[src/rtl/i2c_role_pkg.sv]
package i2c_role_pkg;

    localparam int BYTE_W = 8;
    localparam int ADR_W  = 7;
    localparam int CNT_W  = $clog2(BYTE_W) + 1;

    typedef enum logic [4:0] {
        ST_S_IDLE,
        ST_S_ADDR,
        ST_S_AACK,
        ST_S_RX,
        ST_S_RACK,
        ST_S_TX,
        ST_S_TACK,
        ST_S_WSTOP,
        ST_S_SKIP,
        ST_M_START,
        ST_M_ADDR,
        ST_M_AACK,
        ST_M_DATA,
        ST_M_DACK,
        ST_M_STOP
    } role_state_e;

    typedef struct packed {
        logic start;
        logic stop;
        logic scl_rise;
        logic scl_fall;
        logic busy;
    } bus_evt_t;

    function automatic logic in_master(input role_state_e s);
        return (s == ST_M_START) || (s == ST_M_ADDR) || (s == ST_M_AACK) ||
               (s == ST_M_DATA)  || (s == ST_M_DACK) || (s == ST_M_STOP);
    endfunction

endpackage

[src/rtl/i2c_line_watch.sv]
module i2c_line_watch
    import i2c_role_pkg::*;
(
    input  logic     clk,
    input  logic     rst_n,
    input  logic     scl_i,
    input  logic     sda_i,
    output bus_evt_t evt
);

    logic scl_d;
    logic sda_d;
    logic busy_q;
    logic start_c;
    logic stop_c;

    // Conditions only count when SCL is high on both samples.
    assign start_c = scl_i && scl_d && sda_d && !sda_i;
    assign stop_c  = scl_i && scl_d && !sda_d && sda_i;

    always_ff @(posedge clk or negedge rst_n) begin
        if (!rst_n) begin
            scl_d  <= 1'b1;
            sda_d  <= 1'b1;
            busy_q <= 1'b0;
        end else begin
            scl_d <= scl_i;
            sda_d <= sda_i;
            if (start_c) begin
                busy_q <= 1'b1;
            end else if (stop_c) begin
                busy_q <= 1'b0;
            end
        end
    end

    always_comb begin
        evt.start    = start_c;
        evt.stop     = stop_c;
        evt.scl_rise = scl_i && !scl_d;
        evt.scl_fall = !scl_i && scl_d;
        evt.busy     = busy_q;
    end

endmodule

[src/rtl/i2c_qtr_tick.sv]
module i2c_qtr_tick #(
    parameter int DIV = 25
) (
    input  logic clk,
    input  logic rst_n,
    input  logic run,
    output logic tick
);

    localparam int CW = (DIV > 1) ? $clog2(DIV) : 1;
    localparam logic [CW-1:0] LAST = CW'(DIV - 1);

    logic [CW-1:0] cnt;

    assign tick = run && (cnt == LAST);

    always_ff @(posedge clk or negedge rst_n) begin
        if (!rst_n) begin
            cnt <= '0;
        end else if (!run || tick) begin
            cnt <= '0;
        end else begin
            cnt <= cnt + CW'(1);
        end
    end

endmodule

[src/rtl/i2c_role_seq.sv]
module i2c_role_seq
    import i2c_role_pkg::*;
#(
    parameter int QTR_DIV = 25
) (
    input  logic              clk,
    input  logic              rst_n,
    input  logic              start_req,
    input  logic              rd_nwr,
    input  logic [ADR_W-1:0]  tgt_addr,
    input  logic [BYTE_W-1:0] wr_byte,
    input  logic [ADR_W-1:0]  own_addr,
    input  logic [BYTE_W-1:0] slv_tx_byte,
    input  logic              scl_in,
    input  logic              sda_in,
    output logic              scl_oe,
    output logic              sda_oe,
    output logic              is_master,
    output logic              bus_busy,
    output logic              xfer_done,
    output logic              nack_err,
    output logic [BYTE_W-1:0] rx_byte
);

    localparam logic [CNT_W-1:0] LAST_BIT = CNT_W'(BYTE_W - 1);
    localparam logic [CNT_W-1:0] ALL_BITS = CNT_W'(BYTE_W);

    role_state_e       state;
    role_state_e       nstate;
    bus_evt_t          evt;
    logic              tick;
    logic              m_act;
    logic              accept;
    logic              m_end;
    logic              m_smp;
    logic              addr_hit;
    logic [1:0]        q;
    logic [BYTE_W-1:0] sh;
    logic [CNT_W-1:0]  cnt;
    logic              rw_q;
    logic              nack_q;
    logic              done_q;
    logic [BYTE_W-1:0] rx_q;

    i2c_line_watch u_watch (
        .clk   (clk),
        .rst_n (rst_n),
        .scl_i (scl_in),
        .sda_i (sda_in),
        .evt   (evt)
    );

    i2c_qtr_tick #(.DIV(QTR_DIV)) u_tick (
        .clk   (clk),
        .rst_n (rst_n),
        .run   (m_act),
        .tick  (tick)
    );

    assign m_act    = in_master(state);
    assign accept   = (state == ST_S_IDLE) && start_req && !evt.busy;
    assign m_end    = tick && (q == 2'd3);
    assign m_smp    = tick && (q == 2'd2);
    assign addr_hit = (sh[BYTE_W-1:1] == own_addr);

    // Next-state logic
    always_comb begin
        nstate = state;
        unique case (state)
            ST_S_IDLE: begin
                if (accept)         nstate = ST_M_START;
                else if (evt.start) nstate = ST_S_ADDR;
            end
            ST_S_ADDR: begin
                if (evt.scl_fall && cnt == ALL_BITS)
                    nstate = addr_hit ? ST_S_AACK : ST_S_SKIP;
            end
            ST_S_AACK: begin
                if (evt.scl_fall) nstate = rw_q ? ST_S_TX : ST_S_RX;
            end
            ST_S_RX: begin
                if (evt.scl_fall && cnt == ALL_BITS) nstate = ST_S_RACK;
            end
            ST_S_RACK: begin
                if (evt.scl_fall) nstate = ST_S_WSTOP;
            end
            ST_S_TX: begin
                if (evt.scl_fall && cnt == LAST_BIT) nstate = ST_S_TACK;
            end
            ST_S_TACK: begin
                if (evt.scl_fall) nstate = ST_S_WSTOP;
            end
            ST_S_WSTOP, ST_S_SKIP: begin
                nstate = state;
            end
            ST_M_START: begin
                if (m_end) nstate = ST_M_ADDR;
            end
            ST_M_ADDR: begin
                if (m_end && cnt == LAST_BIT) nstate = ST_M_AACK;
            end
            ST_M_AACK: begin
                if (m_end) nstate = nack_q ? ST_M_STOP : ST_M_DATA;
            end
            ST_M_DATA: begin
                if (m_end && cnt == LAST_BIT) nstate = ST_M_DACK;
            end
            ST_M_DACK: begin
                if (m_end) nstate = ST_M_STOP;
            end
            ST_M_STOP: begin
                if (m_end) nstate = ST_S_IDLE;
            end
            default: nstate = ST_S_IDLE;
        endcase
        // A stop or a repeated start overrides any active target state.
        if (!m_act && state != ST_S_IDLE) begin
            if (evt.stop)       nstate = ST_S_IDLE;
            else if (evt.start) nstate = ST_S_ADDR;
        end
    end

    // State register
    always_ff @(posedge clk or negedge rst_n) begin
        if (!rst_n) state <= ST_S_IDLE;
        else        state <= nstate;
    end

    // Shift, count and flag registers
    always_ff @(posedge clk or negedge rst_n) begin
        if (!rst_n) begin
            q      <= '0;
            sh     <= '0;
            cnt    <= '0;
            rw_q   <= 1'b0;
            nack_q <= 1'b0;
            done_q <= 1'b0;
            rx_q   <= '0;
        end else begin
            done_q <= 1'b0;
            if (m_act && tick) q <= q + 2'd1;
            unique case (state)
                ST_S_IDLE: begin
                    if (accept) begin
                        sh     <= {tgt_addr, rd_nwr};
                        rw_q   <= rd_nwr;
                        cnt    <= '0;
                        q      <= '0;
                        nack_q <= 1'b0;
                    end else if (evt.start) begin
                        cnt <= '0;
                    end
                end
                ST_S_ADDR, ST_S_RX: begin
                    if (evt.scl_rise) begin
                        sh  <= {sh[BYTE_W-2:0], sda_in};
                        cnt <= cnt + CNT_W'(1);
                    end
                    if (evt.scl_fall && cnt == ALL_BITS) begin
                        cnt <= '0;
                        if (state == ST_S_ADDR) rw_q <= sh[0];
                        else                    rx_q <= sh;
                    end
                end
                ST_S_AACK: begin
                    if (evt.scl_fall) begin
                        cnt <= '0;
                        if (rw_q) sh <= slv_tx_byte;
                    end
                end
                ST_S_TX: begin
                    if (evt.scl_fall) begin
                        sh  <= {sh[BYTE_W-2:0], 1'b0};
                        cnt <= cnt + CNT_W'(1);
                    end
                end
                ST_S_WSTOP: begin
                    if (evt.stop) done_q <= 1'b1;
                end
                ST_M_ADDR: begin
                    if (m_end) begin
                        sh  <= {sh[BYTE_W-2:0], 1'b0};
                        cnt <= (cnt == LAST_BIT) ? '0 : cnt + CNT_W'(1);
                    end
                end
                ST_M_AACK: begin
                    if (m_smp && sda_in) nack_q <= 1'b1;
                    if (m_end && !rw_q)  sh <= wr_byte;
                end
                ST_M_DATA: begin
                    if (m_smp && rw_q) sh <= {sh[BYTE_W-2:0], sda_in};
                    if (m_end) begin
                        if (!rw_q) sh <= {sh[BYTE_W-2:0], 1'b0};
                        if (cnt == LAST_BIT) begin
                            cnt <= '0;
                            if (rw_q) rx_q <= sh;
                        end else begin
                            cnt <= cnt + CNT_W'(1);
                        end
                    end
                end
                ST_M_DACK: begin
                    if (m_smp && !rw_q && sda_in) nack_q <= 1'b1;
                end
                ST_M_STOP: begin
                    if (m_end) done_q <= 1'b1;
                end
                default: ;
            endcase
            if (!m_act && state != ST_S_IDLE && evt.start) cnt <= '0;
        end
    end

    // Line drive: only pull low or release
    always_comb begin
        scl_oe = 1'b0;
        sda_oe = 1'b0;
        unique case (state)
            ST_M_START: begin
                scl_oe = q[1];
                sda_oe = 1'b1;
            end
            ST_M_ADDR: begin
                scl_oe = !q[1];
                sda_oe = !sh[BYTE_W-1];
            end
            ST_M_AACK, ST_M_DACK: begin
                scl_oe = !q[1];
            end
            ST_M_DATA: begin
                scl_oe = !q[1];
                sda_oe = !rw_q && !sh[BYTE_W-1];
            end
            ST_M_STOP: begin
                scl_oe = !q[1];
                sda_oe = (q != 2'd3);
            end
            ST_S_AACK, ST_S_RACK: begin
                sda_oe = 1'b1;
            end
            ST_S_TX: begin
                sda_oe = !sh[BYTE_W-1];
            end
            default: ;
        endcase
    end

    assign is_master = m_act;
    assign bus_busy  = evt.busy;
    assign xfer_done = done_q;
    assign nack_err  = nack_q;
    assign rx_byte   = rx_q;

endmodule

[config.mk]
export PLATFORM = sky130hd
export DESIGN_NAME = i2c_role_seq
export DESIGN_NICKNAME = d
export VERILOG_FILES = /design/src/rtl/i2c_role_pkg.sv /design/src/rtl/i2c_line_watch.sv /design/src/rtl/i2c_qtr_tick.sv /design/src/rtl/i2c_role_seq.sv
export SDC_FILE = /design/constraint.sdc
export NUM_CORES = 1
export LEC_CHECK = 0
export ABC_AREA = 1
export BUFFER_PORTS_ARGS = -buffer_cell sky130_fd_sc_hd__buf_4
export CAP_MARGIN = 10
export CORE_MARGIN = 4
export CORE_UTILIZATION = 25
export CTS_CLUSTER_DIAMETER = 120
export DETAILED_ROUTE_END_ITERATION = 10
export PLACE_DENSITY_LB_ADDON = 0.25
export SYNTH_ARGS = -nofsm -noshare
export SYNTH_HDL_FRONTEND = slang
export SYNTH_SLANG_ARGS = --single-unit
[constraint.sdc]
create_clock -name clk -period 2 [get_ports clk]
set_input_delay 0.3 -clock clk [delete_from_list [all_inputs] [get_ports clk]]
set_output_delay 0.3 -clock clk [all_outputs]
set_load 0.03 [all_outputs]
# Yosys cells after proc, flatten, opt, wreduce, memory -nomap -nowiden
# Cells that the tools add are included.
# totals
n_memories	0
elab_cells	181
input_bits	36
mem_bits_ro	0
ram_bits	0
reg_bits	38
latch_bits	0
# classes
n_mux	66
n_addsub	3
magnitude_cmp	0
mul	0
n_shift	0
eq_ne	41
div_mod_pow	0
n_bitwise	0
reduce_logical	59
# op_table
operator	n
$mux W8	15
$mux W5	17
$pmux W5 S13	1
$pmux W8 S7	1
$mux W4	10
$eq A5 B4 Y1 const B	7
$logic_and A1 B1 Y1	24
$ne A2 B2 Y1 const B	12
$eq A5 B3 Y1 const B	4
$pmux W4 S5	1
$pmux W8 S2	1
$reduce_and A6 Y1	2
$eq A5 B2 Y1 const B	2
$mux W1	10
$reduce_or A2 Y1	5
$logic_not A1 Y1	9
$mux W2	4
$ne A2 B1 Y1 const B	4
$reduce_and A4 Y1	2
$reduce_and A8 Y1	1
$eq A7 B7 Y1	1
$reduce_bool A7 Y1	1
$logic_or A1 B1 Y1	6
$ne A3 B3 Y1 const B	2
other kinds (22)	27

# Longest topological paths before layout
# depth
word_depth	14
depth_mapped	14
mapped_depth_nobuf	13

# Cells and area by module
# Synthesis repeated with hierarchy kept, for this count alone.
# hier_totals
cells_unflattened	474
area_unflattened_um2	3000.4
# modules_own_cells
module	area_per_inst_um2	cells_per_inst	seq_area_each_um2	n_inst
i2c_role_seq	2578.7	421	750.7	1
i2c_qtr_tick	267.8	33	125.1	1
i2c_line_watch	153.9	20	77.6	1

# Least setup slack after synthesis
# No wires, ideal clock.
# synth_path
path_type	register to output
start	reg state[0]
end	out sda_oe
path_slack_ns	0.034
path_stages_with_launch	7
arrival_ns	1.666
path_cell_list	dfrtp_1 > nor2_4 > nand3_2 > inv_1 > buf_2 > a21oi_1 > o221ai_1
# synth_between
elab_chain_cells	3
word_cells_on_any_way	10
classes_between	eq/ne (7); mux (1); reduce/logical (2)
# synth_rtl
element	line_no	text
start, declared	i2c_role_seq.sv:28	role_state_e state;
start signal, assigned	i2c_role_seq.sv:126	else state <= nstate;
$eq A5 B4 Y1, or another cell as far along	i2c_role_seq.sv:218	unique case (state)
$reduce_or A3 Y1 (no line) or $reduce_or A2 Y1 (tied branches)	-	
$pmux W1 S4 (*)	i2c_role_seq.sv:218	
end, declared	i2c_role_seq.sv:17	output logic sda_oe,
# Mark *: on every way between the ends. The rest lies on a longest branch, timed or not.

# Final worst setup path
# layout_path
start	reg state[4]
end	out scl_oe
# layout_between
elab_chain_cells	3
word_cells_on_any_way	8
classes_between	eq/ne (6); mux (1); reduce/logical (1)
# layout_rtl
element	line_no	text
$eq A5 B4 Y1	i2c_role_seq.sv:218	
$reduce_or A5 Y1 (no line)	-	
$pmux W1 S2 (*)	i2c_role_seq.sv:218	
end, declared	i2c_role_seq.sv:16	output logic scl_oe,
# Marked as above.

==> metrics.md <==
| Metric | Value |
|---|---|
| Outcome | finished with violations |
| Violated checks | negative hold slack, negative setup slack |
| Async set or reset register ratio after synthesis | 1.00 |
| PD cells | 729 nW/um^2 |
| Element type at the critical path end | primary output |
| Filler Cell Count | 1,163 |
| Row count | 38 |
| CTS max path bufs | 2 |
| Slowest-stage cell, CP | dfrtp_2 |
| Synth unique cells | 45 |
| Layout cells sized above 1 | 0.394 |
| Syn Inst Count | 404 |
| Vias in the first global route | 2,998 |
| Vias per std cell | 4.76 |
| Clock Latency Late Sink | 0.29 ns |
| R2R Path End | sh[2] |
| First-pass GRT wire length | 15,200 um |
| Reg2Reg Depth | 15 |
| Routed len/inst | 15.0 um |
| Worst rel slew slack | 0.659 |
| Min cycle time layout | 2.07 ns |
| Seq/Total Area, Yosys | 0.332 |
| Starting Density | 0.260 |
| Yosys top cell by area | dfrtp_1 |
| Fmax | 0.482 GHz |
| Fin nets | 556 |
| Antenna violations before repair | 0 |
| H-tree level count | 2 |
| Hold_buf cts | 0 |
| CP Buf/Inv Count | 4 |
| Worst R2R Setup Slack | 0.03 ns |
| Width of the die | 115 um |
| TritonCTS clock tree | yes |
| Worst-case clock skew | 0.00714 ns |
| Met3 WL post-DR | 495 um |
| EDFF count, synth | 0 |
| Critical path's largest stage delay | 0.44 ns |
| Synth top area cells | dfrtp_1, nand2_1, inv_1 |
| Synth Cell Area | 2870 um^2 |
| P_leak | 0.00204 uW |
| Antenna Cells | 0 |
| Avg Cell Area, Syn | 7.10 um^2 |
| Clock Tree Root | clkbuf_16 |
| Most frequent cells after synthesis | nand2_1, inv_1, nor2_1 |
| Area grow syn2layout | 50.0% |
| CP arrival | 1.77 ns |
| Vias | 3,119 |
| Setup slack after layout | -0.0744 ns |
| CP cell instances | inv_2 -> buf_4 -> nand2_2 -> nor2_4 -> inv_2 -> nor2_4 -> nor2_2 -> a32oi_2 -> buf_6 |
| CP startpoint kind | register |
| RSZ-0062 raised after global routing | yes |
| Max IR drop VDD | 0.443 mV |
| Count leader, synth | nand2_1 |
| Residual DRC | 0 |
| I/O Buffers | 49 |
| Core box area | 11,000 um^2 |
| Antenna-violating nets left | 0 |
| TNS Setup | -0.132 ns |
| Die Height | 115 um |
| Worst hold path type | in -> async |
| HPWL after DPL | 7280 um |
| Gpl congestion | 0.912 |
| Final setup vio count | 2 |
| GRT Total Usage | 0.145 |
| Fin Hold WS | -0.0146 ns |
| Delay-heaviest family, CP | flip-flops |
| Worst-Margin Slew | 0.511 ns |
| WL met2 | 4600 um |
| Max Cap Viol | 0 |
| Pin count of the biggest net entering global routing | 39 |
| Top FF cell, synth | dfrtp_1 |
| Total grt overflow | 0 |
| Critical Path Fanout Max | 3 |
| Yosys reg bits | 38 |
| Critical path class | reg -> out |
| Max Slew Vio Count | 0 |
| Syn nets | 446 |
| CTS sink count | 38 |
| Share of the synthesized area in the top cell type | 0.314 |
| Post-Route WL | 9800 um |
| TritonRoute pass-1 iters | 4 |
| CTS Buf Count | 5 |
| Clock-pin slew on the worst setup and hold paths | 0.06 ns |
| Die Area | 13,300 um^2 |
| Met1 wire length | 4460 um |
| Highest Signal Layer | met4 |
| I/O pin count | 50 |
| Tcrit/Tclk final | 1.04 |
| Initial DRC Count | 262 |
| Worst EP required | 1.70 ns |
| RR Startpoint | state[3] |
| Final hold vios | 29 |
| Synth warnings | 0 |
sequential cells by signal (all words and copies together) (netlist names):
signal / flops
cnt: 4
nack_err: 1
q: 2
rw_q: 1
rx_byte: 8
sh: 8
state: 5
u_tick.cnt: 5
u_watch.busy_q: 1
u_watch.scl_d: 1
u_watch.sda_d: 1
xfer_done: 1
cell type report:
cell class	instances	area (um^2)	area share
clock buffer	5	125	0.0291
clock inverter	3	68.8	0.0160
inverter	55	215	0.0500
multi-input combinational	306	1900	0.441
sequential	38	957	0.222
tap	140	175	0.0407
timing repair buffer	108	866	0.201
layout by cell type (no fill, tap or decap), types with 3 or more instances in the layout:
| master | count |
|---|---|
| xor2_1 | 4 |
| buf_4 | 98 |
| o21ai_1 | 4 |
| o21ai_0 | 11 |
| inv_2 | 10 |
| nand2_4 | 4 |
| a22oi_1 | 7 |
| clkbuf_16 | 5 |
| nor2_2 | 11 |
| inv_1 | 42 |
| buf_6 | 8 |
| dfrtp_1 | 33 |
| nand3_4 | 5 |
| nand2_2 | 9 |
| xnor2_1 | 5 |
| nor3_1 | 10 |
| nor2_1 | 29 |
| nor2_4 | 11 |
| nand4_4 | 3 |
| a21oi_1 | 19 |
| nand2_1 | 95 |
| nand4_1 | 7 |
| ha_1 | 6 |
| o21ai_2 | 9 |
| dfrtp_2 | 3 |
| a21oi_2 | 3 |
| nand3_1 | 27 |
| nand3_2 | 4 |
repair_timing:
action / CTS / global route
gates cloned: 0 / 1
pin swaps: 12 / 23
buffers inserted: 11 / 12
endpoints found under the setup margin: 17 / 27
resized for setup: 27 / 45
worst max path at each step:
stage	start	to	depth (start not counted)	slack (ns)
6_report	state[4]	scl_oe	9	-0.07
5_1_grt	state[2]	sda_oe	9	-0.16
4_1_cts	state[3]	sda_oe	10	-0.1
3_5_place_dp	u_watch.scl_d	rx_byte[6]	9	-0.04
3_3_place_gp	state[2]	rx_byte[0]	12	-0.07
2_1_floorplan	state[0]	sda_oe	6	0.03
worst reg2reg max path: cells and delay by family, from the launching register on:
kind                   cells  cell delay, ns
buffers and inverters      5            0.52
and+or+nand+nor           10            0.94
DFF                        1            0.38
kinds of logic after synthesis:
family,count (synthesis),share of synthesized area
other,1,0.00131
and+or+nand+nor,224,0.382
xor gates and xnor gates,9,0.0275
buffers and inverters,61,0.0872
adders and majority gates,6,0.0262
DFF,38,0.332
AOI/OAI and AO/OA,65,0.143
stage by stage:
stage                     power (uW)  setup WS [ns]  cells  utilization  cell area [um^2]
after floorplan                 1640         0.0341    404            -              2870
after global placement          1990        -0.0739    623        0.331              3650
after detailed placement        2000        -0.0369    623        0.331              3650
after CTS                       3100        -0.0987    642        0.366              4040
after global routing            3330         -0.163    655        0.390              4310
final                           3140        -0.0744    655        0.390              4310
per-layer routing:
metal,vias up,track usage
li1,1553,-
met1,1457,0.203
met2,88,0.225
met3,21,0.0247
met4,0,0.0485
met5,-,0
power breakdown:
| part | leakage, uW | internal, uW | switching (uW) |
|---|---|---|---|
| combinational | 0.00146 | 406 | 605 |
| sequential | 0.000489 | 916 | 154 |
| clock | 0.0000940 | 717 | 340 |
| total | 0.00204 | 2040 | 1100 |
No activity file was read; power rests on OpenSTA's default activity.
